### config.mk
export PLATFORM = sky130hd
export DESIGN_NAME = bshift_unit
export DESIGN_NICKNAME = d
export VERILOG_FILES = /design/src/rtl/bshift_pkg.sv /design/src/rtl/bshift_decode.sv /design/src/rtl/bshift_core.sv /design/src/rtl/bshift_unit.sv
export SDC_FILE = /design/constraint.sdc
export NUM_CORES = 1
export LEC_CHECK = 0
export BUFFER_PORTS_ARGS = -buffer_cell sky130_fd_sc_hd__buf_2
export CAP_MARGIN = 20
export CORE_ASPECT_RATIO = 0.5
export CORE_MARGIN = 1.5
export CORE_UTILIZATION = 55
export CTS_BUF_LIST = sky130_fd_sc_hd__clkbuf_2 sky130_fd_sc_hd__clkbuf_4 sky130_fd_sc_hd__clkbuf_8
export CTS_CLUSTER_DIAMETER = 150
export DETAILED_ROUTE_END_ITERATION = 8
export HOLD_SLACK_MARGIN = 0.02
export PLACE_DENSITY = 0.84
export SLEW_MARGIN = 5
export SYNTH_ARGS = -nofsm -noshare
export SYNTH_HDL_FRONTEND = slang
export SYNTH_SLANG_ARGS = --single-unit
### constraint.sdc
create_clock -name clk -period 4 [get_ports clk]
set_input_delay 1 -clock clk [delete_from_list [all_inputs] [get_ports clk]]
set_output_delay 1 -clock clk [all_outputs]
set_load 0.05 [all_outputs]
### src/rtl/bshift_pkg.sv
package bshift_pkg;

  localparam logic [5:0] FN_SLL  = 6'h00;
  localparam logic [5:0] FN_SRL  = 6'h02;
  localparam logic [5:0] FN_SRA  = 6'h03;
  localparam logic [5:0] FN_SLLV = 6'h04;
  localparam logic [5:0] FN_SRLV = 6'h06;
  localparam logic [5:0] FN_SRAV = 6'h07;

  typedef enum logic [1:0] {
    K_LEFT  = 2'd0,
    K_RLOG  = 2'd1,
    K_RARI  = 2'd2,
    K_ROT   = 2'd3
  } shift_kind_e;

  typedef enum logic [1:0] {
    NK_NONE = 2'd0,
    NK_IDLE = 2'd1,
    NK_GAP  = 2'd2,
    NK_BAR  = 2'd3
  } nop_kind_e;

  typedef struct packed {
    shift_kind_e kind;
    logic        use_reg;
    logic        resv;
    nop_kind_e   nopk;
  } shift_dec_t;

endpackage

### src/rtl/bshift_decode.sv
module bshift_decode
  import bshift_pkg::*;
#(
  parameter int FLD_W = 5
) (
  input  logic [5:0]       funct,
  input  logic [FLD_W-1:0] rs_f,
  input  logic [FLD_W-1:0] rt_f,
  input  logic [FLD_W-1:0] rd_f,
  input  logic [FLD_W-1:0] sa_f,
  output shift_dec_t       dec
);

  logic all_idx_zero;
  assign all_idx_zero = (rs_f == '0) && (rt_f == '0) && (rd_f == '0);

  always_comb begin
    dec.kind    = K_LEFT;
    dec.use_reg = 1'b0;
    dec.resv    = 1'b1;
    dec.nopk    = NK_NONE;
    unique case (funct)
      FN_SLL: begin
        dec.resv = (rs_f != '0);
        if (all_idx_zero) begin
          if (sa_f == FLD_W'(1))      dec.nopk = NK_GAP;
          else if (sa_f == FLD_W'(3)) dec.nopk = NK_BAR;
          else                        dec.nopk = NK_IDLE;
        end
      end
      FN_SRL: begin
        dec.kind = rs_f[0] ? K_ROT : K_RLOG;
        dec.resv = (rs_f[FLD_W-1:1] != '0);
      end
      FN_SRA: begin
        dec.kind = K_RARI;
        dec.resv = (rs_f != '0);
      end
      FN_SLLV: begin
        dec.use_reg = 1'b1;
        dec.resv    = 1'b0;
      end
      FN_SRLV: begin
        dec.kind    = sa_f[0] ? K_ROT : K_RLOG;
        dec.use_reg = 1'b1;
        dec.resv    = 1'b0;
      end
      FN_SRAV: begin
        dec.kind    = K_RARI;
        dec.use_reg = 1'b1;
        dec.resv    = 1'b0;
      end
      default: begin
        dec.resv = 1'b1;
      end
    endcase
  end

endmodule

### src/rtl/bshift_core.sv
module bshift_core
  import bshift_pkg::*;
#(
  parameter int DATA_W = 32,
  localparam int SH_W  = $clog2(DATA_W)
) (
  input  logic [DATA_W-1:0] data,
  input  logic [SH_W-1:0]   amt,
  input  shift_kind_e       kind,
  output logic [DATA_W-1:0] result
);

  function automatic logic [DATA_W-1:0] bit_rev(input logic [DATA_W-1:0] v);
    logic [DATA_W-1:0] r;
    for (int i = 0; i < DATA_W; i++) r[i] = v[DATA_W-1-i];
    return r;
  endfunction

  logic [DATA_W-1:0] stg [0:SH_W];
  logic              fill;
  logic              is_rot;

  // Left shifts run through the right-shift network on a mirrored word.
  assign stg[0] = (kind == K_LEFT) ? bit_rev(data) : data;
  assign fill   = (kind == K_RARI) & data[DATA_W-1];
  assign is_rot = (kind == K_ROT);

  for (genvar g = 0; g < SH_W; g++) begin : g_stage
    localparam int S = 1 << g;
    logic [S-1:0] hi_bits;
    assign hi_bits = is_rot ? stg[g][S-1:0] : {S{fill}};
    assign stg[g+1] = amt[g] ? {hi_bits, stg[g][DATA_W-1:S]} : stg[g];
  end

  assign result = (kind == K_LEFT) ? bit_rev(stg[SH_W]) : stg[SH_W];

endmodule

### src/rtl/bshift_unit.sv
module bshift_unit
  import bshift_pkg::*;
#(
  parameter int DATA_W = 32
) (
  input  logic              clk,
  input  logic              rst,
  input  logic [5:0]        funct_i,
  input  logic [4:0]        rs_fld_i,
  input  logic [4:0]        rt_fld_i,
  input  logic [4:0]        rd_fld_i,
  input  logic [4:0]        sa_fld_i,
  input  logic [DATA_W-1:0] rs_val_i,
  input  logic [DATA_W-1:0] rt_val_i,
  output logic [DATA_W-1:0] rd_val_o,
  output logic              idle_o,
  output logic              issue_gap_o,
  output logic              hazard_bar_o,
  output logic              resv_o
);

  localparam int SH_W  = $clog2(DATA_W);
  localparam int FLD_W = 5;

  shift_dec_t        dec;
  logic [SH_W-1:0]   amt;
  logic [DATA_W-1:0] shifted;

  bshift_decode #(.FLD_W(FLD_W)) u_dec (
    .funct (funct_i),
    .rs_f  (rs_fld_i),
    .rt_f  (rt_fld_i),
    .rd_f  (rd_fld_i),
    .sa_f  (sa_fld_i),
    .dec   (dec)
  );

  assign amt = dec.use_reg ? rs_val_i[SH_W-1:0] : sa_fld_i[SH_W-1:0];

  bshift_core #(.DATA_W(DATA_W)) u_core (
    .data   (rt_val_i),
    .amt    (amt),
    .kind   (dec.kind),
    .result (shifted)
  );

  always_ff @(posedge clk) begin
    if (rst) begin
      rd_val_o     <= '0;
      idle_o       <= 1'b0;
      issue_gap_o  <= 1'b0;
      hazard_bar_o <= 1'b0;
      resv_o       <= 1'b0;
    end else begin
      rd_val_o     <= dec.resv ? '0 : shifted;
      resv_o       <= dec.resv;
      idle_o       <= !dec.resv && (dec.nopk == NK_IDLE);
      issue_gap_o  <= !dec.resv && (dec.nopk == NK_GAP);
      hazard_bar_o <= !dec.resv && (dec.nopk == NK_BAR);
    end
  end

endmodule

==> results of run 1 <==
## cell usage after synthesis, types with 3 or more instances
| cell | instances | area [µm²] |
|---|---|---|
| o221ai_1 | 3 | 26.3 |
| o21ai_0 | 26 | 130 |
| o211ai_1 | 11 | 82.6 |
| buf_4 | 3 | 22.5 |
| dfxtp_1 | 36 | 721 |
| nand4_1 | 10 | 62.6 |
| a222oi_1 | 3 | 30.0 |
| o22a_1 | 5 | 43.8 |
| o2bb2ai_1 | 9 | 78.8 |
| a22o_1 | 18 | 158 |
| nor4_1 | 5 | 31.3 |
| a21oi_1 | 22 | 110 |
| nand2_1 | 46 | 173 |
| a221o_1 | 3 | 30.0 |
| nor3_1 | 10 | 50.1 |
| a31oi_1 | 3 | 18.8 |
| nor2_1 | 27 | 101 |
| a211oi_1 | 4 | 30.0 |
| nor2b_1 | 3 | 18.8 |
| or3_1 | 4 | 25.0 |
| mux2_2 | 15 | 169 |
| nand3_1 | 45 | 225 |
| a2bb2oi_1 | 4 | 35.0 |
| o21ai_1 | 4 | 20.0 |
| and3_1 | 6 | 37.5 |
| a22oi_1 | 13 | 97.6 |
| o21a_1 | 3 | 22.5 |
| a32oi_1 | 4 | 35.0 |
| o22ai_1 | 6 | 37.5 |
| clkbuf_1 | 19 | 71.3 |
| nand2b_1 | 4 | 25.0 |
| inv_1 | 12 | 45.0 |
| mux2i_1 | 52 | 521 |
| o32ai_1 | 3 | 26.3 |
| a221oi_1 | 12 | 105 |
| and2_1 | 11 | 68.8 |
| buf_2 | 16 | 80.1 |
| mux4_2 | 15 | 338 |
## worst max-delay path: stages
cell and delay, ns:
buf_2 0.13, or4b_4 0.74, buf_4 0.24, mux2i_1 0.22
nand3_1 0.11, o211ai_1 0.10, nand3_1 0.24, o21ai_0 0.58
o21ai_0 0.23, o21a_1 0.17, a22o_1 0.23
## report_power, final
| part | internal [W] | leakage (nW) | total (W) | switching (W) |
|---|---|---|---|---|
| clock network | 0.000192 | 0.0586 | 0.000323 | 0.000132 |
| registers | 0.000362 | 0.291 | 0.000362 | 0.000000730 |
| logic | 0.000253 | 2.02 | 0.000642 | 0.000390 |
| total | 0.000806 | 2.37 | 0.00133 | 0.000522 |
## per-layer routing
metal	vias up	GRT usage, %
met2	445	60.8
met4	0	7.72
met3	38	10.9
met1	2458	56.5
met5	-	0
li1	2390	-
## stage by stage
stage | area [µm²] | hold WS (ns) | util [%]
3_5_place_dp | 5230 | 1.19 | 69.6
3_3_place_gp | 5230 | 1.18 | 69.6
4_1_cts | 5340 | 0.888 | 71.1
6_report | 5390 | 0.887 | 71.7
5_1_grt | 5390 | 0.912 | 71.7
2_1_floorplan | 4380 | 1.07 | -
## flip-flops by register name, summed over array words and instances, names as in the netlist
| name | cells |
|---|---|
| idle_o | 1 |
| rd_val_o | 32 |
| resv_o | 1 |
| issue_gap_o | 1 |
| hazard_bar_o | 1 |
## layout make-up
cell class                 instances  area (µm²)  share of cell area (%)
antenna                            1        2.50                  0.0464
clock buffer                       6        76.3                    1.42
clock inverter                     2        35.0                   0.650
inverter                          12        45.0                   0.836
multi-input combinational        449        3400                    63.1
sequential                        36         721                    13.4
tap                              108         135                    2.51
timing repair buffer             155         976                    18.1
## worst max-delay path by stage
stage                                    endpoint  depth (start not counted)  startpoint  slack (ns)
after global routing      rd_val_o[16]$_SDFF_PP0_                         12  funct_i[3]        0.13
after floorplan           rd_val_o[25]$_SDFF_PP0_                         10  funct_i[3]        0.59
after CTS                 rd_val_o[19]$_SDFF_PP0_                         13  funct_i[3]        0.33
after detailed placement  rd_val_o[19]$_SDFF_PP0_                         13  funct_i[3]        0.05
after global placement    rd_val_o[14]$_SDFF_PP0_                          9  funct_i[3]        0.13
final                     rd_val_o[18]$_SDFF_PP0_                         11  funct_i[3]        0.20
## cell families (layout without fill, tap and decap cells)
family          Yosys count  in the layout
simple gates            184            184
compound gates          179            179
mux                      86             86
buf+inv                  55            175
flops                    36             36
other cells               0              1
## timing repair
| item | CTS | global route |
|---|---|---|
| endpoints found under the setup margin | 0 | 1 |
| hold buffers | 0 | 0 |
| gates resized for setup | 0 | 0 |
| buffers inserted | 0 | 6 |
==> run metrics, run 1 <==
status=finished, final reports clean; Worst Path Required=roughly 4.2 ns; Fin. Hold Viols=0; measured slew at the worst slew-check pin=about 0.67 ns; Post-Synth XOR/XNOR Area=0%; met2 WL post-DR=6910 µm; pre-CTS WS=between 0.04 and 0.05 ns; Routed WL per cell=21.9 µm; YS warnings=0; commonest non-fill, non-tap cells in the layout=buf_2 (100), mux2i_1 (51), buf_4 (50); hold path start=rst; post-synthesis instance total=between 500 and 600; DR iter-0 viols=751; Tmin final=between 3 and 4 ns; first-pass GRT wire length=25600 µm; total power=between 0.001 and 0.0015 W; final std cells w/o fill=769; DR top layer=met4; Seq/Total Area, Yosys=16.5%; PortBufs=100; Main synth FF type=dfxtp_1; H-tree levels=2; Netlist cell types=between 70 and 80; GRT Total Usage=~40%; Worst Hold Depth=2; placed cells=roughly 750; CTS Root Cell=clkbuf_8; slew margin rel.=55.3%; Placer Congestion=between 1 and 1.5; Layout Nets=751; # DRC=0; Die Y=roughly 66 µm; Max Fclk=about 260 MHz; Routed met3 length=around 2500 µm; initial antenna violation count=1; Net Count, Synth=632; Via density=about 7; async set-reset flop share out of synthesis=0%; Final TNS setup=0 ns; Die X=129 µm; setup slack after layout=about 0.20 ns; worst path arrival time=between 3 and 4 ns; gr ovfl total=0; crit-path max FO=22; simple-gate share of the synthesized area=roughly 22%; Netlist Area Pre-Place=approximately 4400 µm²; area grow syn2layout=23.2%; CP Launch Type=primary input; Synth Register Bits=36; total CTS buffers=5; crit end category=flip-flop; Crit Path Category=primary input to flip-flop; core area=about 7500 µm²; commonest non-fill, non-tap cell in the layout=buf_2; ratio of cells with drive above 1 in the final layout=approximately a third; Initial Util=between 50% and 60%; fin. max-slew vios=0; EDFF count, synth=0; full die area=8530 µm²; Synth Area in Compound Gates=a little under a third; clock slew at reported path FFs=0.08 ns; Fillers=about 600; hpwl dp=about 13000 µm; min-delay worst type=primary input to flip-flop; RSZ-0062 raised after global routing=no; largest net degree at the start of global routing=35; Period Utilization, post-route=95.0%; vias in the first global route=~4700; post-synthesis mux area share=between 20% and 30%; 1st-pass router iterations=7; largest family of logic cells by synthesized area=compound AO/OA/AOI/OAI gates; via count=~5300; Synth Area in Adders=0%; Endpoint, Worst Hold=resv_o$_SDFF_PP0_; syn avg cell area=about 8 µm²; remaining antenna violation count after routing=0; Setup Viol. Count Final=0; CTS max path bufs=2; clk sinks=36; WL final=between 15000 and 20000 µm; io pins=~130; Leak=roughly 2.4 nW; met1 WL=7180 µm; max_cap viols=0; Site Rows=22; TritonCTS clock tree=yes; PD cells=about 250 nW/µm²; Peak supply drop=around 0.00016 V
(Power assumes the default switching activity.)
==> inputs of run 2 (changes only) <==
CORE_UTILIZATION = 50   (was 55)
PLACE_DENSITY = 0.78   (was 0.84)
==> run 2 against run 1 <==
Net effect: largest power group unchanged; die area rose by 9.6%; fmax rose by 3.2%; total power is 5.6% lower; final area unchanged; critical path depth is the same; via count down 0.81%; sequential cell count unchanged; core utilization shrank 6.2 points; critical path type unchanged; wire length down 0.66%.
==> run metrics, run 2 (same netlist as run 1, synthesis figures left out) <==
slowest stage delay, CP=0.69 ns (-0.05 ns); min-delay worst type=primary input to flip-flop; Tmin final=3.69 ns (-0.116 ns); Post-CTS Setup Inserts=0 (unchanged); max FFs per register=32 (unchanged); Crit path max-delay family=compound AO/OA/AOI/OAI gates; via count=5288 (-0.81%); worst path arrival time=3.86 ns (-0.12 ns); Setup Viol. Count Final=0 (unchanged); largest register by flop count=rd_val_o; CTS Root Cell=clkbuf_8; CTS max path bufs=2 (unchanged); clk sinks=36 (unchanged); Initial Util=53.2% (-5.1 points); full die area=9350 µm² (+9.6%); WP depth=11 (unchanged); fin. max-slew vios=0 (unchanged); Via density=6.80 (-2.0%); core area=8230 µm² (+9.5%); final core occ=65.5% (-6.2 points); slew margin rel.=59.7% (+4.4 points); Die Y=69.1 µm (+4.7%); Slowest-stage cell, CP=or4b_4; measured slew at the worst slew-check pin=0.598 ns (-0.0670 ns); crit end category=flip-flop; RSZ-0062 raised after global routing=no; CP Launch Type=primary input; max_cap viols=0 (unchanged); # DRC=0 (unchanged); crit-path max FO=15 (-32%); Fin. Hold Viols=0 (unchanged); largest net degree at the start of global routing=29 (-17%); CP startpoint=funct_i[3]; diode count=0 (-1); setup slack after layout=0.315 ns (+0.116 ns); io pins=128 (unchanged); Site Rows=23 (+4.5%); DR iter-0 viols=779 (+3.7%); WL final=16700 µm (-0.66%); H-tree levels=2 (unchanged); Hold Slack=0.888 ns (+0.00117 ns); Worst Path Required=4.18 ns (about the same); ratio of cells with drive above 1 in the final layout=32.9% (+0.61 points); PortBufs=100 (unchanged); Final TNS setup=0 ns (unchanged); initial antenna violation count=0 (-1); post-CTS sizing=0 (unchanged); Worst Hold Depth=2 (unchanged); clock slew at reported path FFs=0.07 ns (about the same); remaining antenna violation count after routing=0 (unchanged); CP bufs+invs=2 (unchanged); vias in the first global route=4707 (+0.58%); Leak=2.38 nW (+0.44%); hpwl dp=13400 µm (+0.98%); Crit Path Category=primary input to flip-flop; commonest non-fill, non-tap cells in the layout=buf_2 (100), buf_4 (59), mux2i_1 (51); area grow syn2layout=23.2% (unchanged); pre-CTS WS=0.138 ns (+0.0898 ns); status=finished, final reports clean; 1st-pass router iterations=6 (-1); total CTS buffers=5 (unchanged); first-pass GRT wire length=26100 µm (+1.8%); Period Utilization, post-route=92.1% (-2.9 points); Max Fclk=271 MHz (+3.2%); Routed WL per cell=21.5 µm (-1.8%); GRT Total Usage=35.9% (-4.1 points); gr ovfl total=0 (unchanged); TritonCTS clock tree=yes; commonest non-fill, non-tap cell in the layout=buf_2; Placer Congestion=1.04 (+0.82%); hold_buf cts=0 (unchanged); Layout Nets=758 (+0.93%); PD cells=233 nW/µm² (-5.6%); crit-path cells=buf_2 > or4b_4 > buf_4 > mux2i_1 > nand3_1 > o211ai_1 > nand3_1 > o21ai_0 > o21ai_0 > o21a_1 > a22o_1; Die X=135 µm (+4.8%); Peak supply drop=0.000140 V (-15%); Worst setup endpoint=rd_val_o[18]$_SDFF_PP0_
[run 2: changes by cell type in the layout (fill, tap and decap cells not counted)]
| cell | previous run | this run |
|---|---|---|
| buf_4 | 50 | 59 |
| buf_12 | 5 | 3 |
| bufinv_16 | 1 | 0 |
| diode_2 | 1 | 0 |
[run 2: layer usage]
layer  up-vias  routed length, µm  track usage, %
met4         0                227            6.81
met3        25               2130            8.31
met5         -                  0               0
li1       2408                  -               -
met1      2482               7680            55.6
met2       373               6700            49.9
[run 2: how the worst min path moves through the flow]
stage | from | end | slack, ns
6_report | rst | resv_o$_SDFF_PP0_ | 0.89
5_1_grt | rst | resv_o$_SDFF_PP0_ | 0.90
4_1_cts | rst | resv_o$_SDFF_PP0_ | 0.89
3_5_place_dp | rst | resv_o$_SDFF_PP0_ | 1.19
3_3_place_gp | rst | resv_o$_SDFF_PP0_ | 1.18
2_1_floorplan | sa_fld_i[1] | issue_gap_o$_SDFF_PP0_ | 1.07
[run 2: stage by stage]
stage / total power (W) / instances / cell area [µm²]
3_3_place_gp: 0.000980 / 771 / 5310
3_5_place_dp: 0.000987 / 771 / 5310
4_1_cts: 0.00123 / 778 / 5390
5_1_grt: 0.00131 / 778 / 5390
6_report: 0.00125 / 778 / 5390
2_1_floorplan: 0.000755 / 540 / 4380
[run 2: report_power, final]
| part | total (W) | switching (W) | internal (W) |
|---|---|---|---|
| Sequential | 0.000363 | 0.000000680 | 0.000362 |
| Combinational | 0.000645 | 0.000388 | 0.000257 |
| Clock | 0.000247 | 0.000122 | 0.000125 |
[run 2: layout make-up]
type | instances | area [µm²]
multi-input combinational | 449 | 3400
fill | 783 | 2840
timing repair buffer | 162 | 1000
sequential | 36 | 721
tap | 112 | 140
clock buffer | 6 | 76.3
inverter | 12 | 45.0
clock inverter | 1 | 5.00
==> inputs of run 3 (changes only) <==
CORE_MARGIN = default   (was 1.5)
CORE_UTILIZATION = 40   (was 50)
PLACE_DENSITY = default   (was 0.78)
==> run 3 against run 2 <==
Net effect: final cell count rose by 3.9%; setup slack worse by 0.11 ns; combinational power is essentially flat; first-iteration DRC count shrank 23%; global-route usage decreased by 6.0 points; final area increased by 1.3%; critical path depth fell by 1; clock power grew 33%; count of clock-buffer cells in the layout stayed put; fmax is 2.8% lower; core utilization shrank 13 points; die area grew 22%.
==> run metrics, run 3 (same netlist as run 1, synthesis figures left out) <==
status=finished, final reports clean; PortBufs=100 (unchanged); via count=5172 (-2.2%); total CTS buffers=5 (unchanged); # DRC=0 (unchanged); Layout Nets=759 (+0.13%); Fin. Hold Viols=0 (unchanged); gr ovfl total=0 (unchanged); Post-CTS Setup Inserts=0 (unchanged); Via density=6.40 (-5.8%); Fillers=1040 (+33%); Initial Util=42.0% (-11 points); largest net degree at the start of global routing=35 (+21%); Period Utilization, post-route=94.8% (+2.6 points); worst path arrival time=3.96 ns (+0.10 ns); fin. max-slew vios=0 (unchanged); PD cells=245 nW/µm² (+5.3%); CP most frequent cell=o21ai_0; Leak=2.40 nW (+0.89%); hold_buf cts=0 (unchanged); Placed Area=5350 µm² (+0.80%); post-CTS sizing=0 (unchanged); full die area=11400 µm² (+22%); CP bufs+invs=2 (unchanged); remaining antenna violation count after routing=0 (unchanged); slew margin rel.=25.8% (-34 points); slowest stage delay, CP=0.71 ns (+0.02 ns); CP Launch Type=primary input; hpwl dp=13700 µm (+1.9%); DR iter-0 viols=601 (-23%); Placer Congestion=0.949 (-8.9%); Crit Path Category=primary input to flip-flop; Die X=150 µm (+11%); diode count=0 (unchanged); crit-path max FO=18 (+3); Max Fclk=264 MHz (-2.8%); WP depth=10 (-1); GRT Total Usage=29.9% (-6.0 points); Slowest-stage cell, CP=or4b_4; 1st-pass router iterations=5 (-1); max FFs per register=32 (unchanged); final std cells w/o fill=808 (+3.9%); crit-path cells=buf_2 > or4b_4 > mux2i_1 > o21ai_0 > a32o_1 > a221oi_1 > buf_4 > o21ai_0 > a22o_1 > o2bb2ai_1; CP startpoint=funct_i[3]; Worst Path Required=4.17 ns (about the same); final core occ=52.5% (-13 points); core area=10400 µm² (+26%); Tmin final=3.79 ns (+0.105 ns); ratio of cells with drive above 1 in the final layout=33.1% (+0.20 points); placed cells=800 (+3.8%); footprint of the multi-input gates=3400 µm² (unchanged); commonest non-fill, non-tap cell in the layout=buf_2; RSZ-0062 raised after global routing=no; commonest non-fill, non-tap cells in the layout=buf_2 (100), buf_4 (60), mux2i_1 (51); Seq. cell area=721 µm² (unchanged); clk sinks=36 (unchanged); design area=5460 µm² (+1.3%); TritonCTS clock tree=yes; Die Y=76.0 µm (+9.8%); max_cap viols=0 (unchanged); Site Rows=26 (+13%); H-tree levels=2 (unchanged); Peak supply drop=0.000117 V (-17%); area grow syn2layout=24.8%; clock slew at reported path FFs=0.08 ns (about the same); Setup Viol. Count Final=0 (unchanged); initial antenna violation count=0 (unchanged); vias in the first global route=4475 (-4.9%); io pins=128 (unchanged); first-pass GRT wire length=26000 µm (-0.26%); Crit path max-delay family=compound AO/OA/AOI/OAI gates; largest register by flop count=rd_val_o; Routed WL per cell=21.1 µm (-2.0%); measured slew at the worst slew-check pin=1.11 ns (+0.514 ns); CTS max path bufs=2 (unchanged); WL final=17000 µm (+1.8%); min-delay worst type=primary input to flip-flop; CTS Root Cell=clkbuf_8; crit end category=flip-flop; Worst setup endpoint=rd_val_o[8]$_SDFF_PP0_
run 3: metal layers:
metal	track usage (%)	part of all wire [%]	vias to the layer above
li1	-	-	2403
met1	48.2	50	2470
met2	40.6	39	288
met3	5.42	10	11
met4	4.34	0.71	0
met5	0	0	-
run 3: cell type report:
cell class                      instances  share of cell area [%]
Timing Repair Buffer                  163                    18.5
Clock buffer                            6                    1.40
Inverter                               12                   0.825
Multi-Input combinational cell        449                    62.2
Sequential cell                        36                    13.2
Clock inverter                          2                   0.641
Tap cell                              140                    3.21
run 3: worst min path at each step:
stage | startpoint | cells past startpoint | endpoint | slack (ns)
2_1_floorplan | sa_fld_i[1] | 1 | issue_gap_o$_SDFF_PP0_ | 1.07
3_3_place_gp | rst | 2 | resv_o$_SDFF_PP0_ | 1.18
3_5_place_dp | rst | 2 | resv_o$_SDFF_PP0_ | 1.19
4_1_cts | rst | 2 | resv_o$_SDFF_PP0_ | 0.86
5_1_grt | rst | 2 | resv_o$_SDFF_PP0_ | 0.88
6_report | rst | 2 | resv_o$_SDFF_PP0_ | 0.87
run 3: metrics by stage:
step           TNS, ns  worst slack, ns  total power (W)  hold slack (ns)
4_1_cts              0            0.321          0.00133            0.864
5_1_grt              0            0.100          0.00140            0.881
6_report             0            0.210          0.00134            0.868
3_3_place_gp   -0.0412          -0.0196         0.000997             1.18
2_1_floorplan        0            0.594         0.000755             1.07
3_5_place_dp         0          0.00642         0.000995             1.19
run 3: power breakdown:
group	total, W	internal [W]	switching [W]
Clock	0.000329	0.000192	0.000137
Combinational	0.000647	0.000260	0.000386
Sequential	0.000362	0.000362	0.000000628
Total	0.00134	0.000814	0.000524
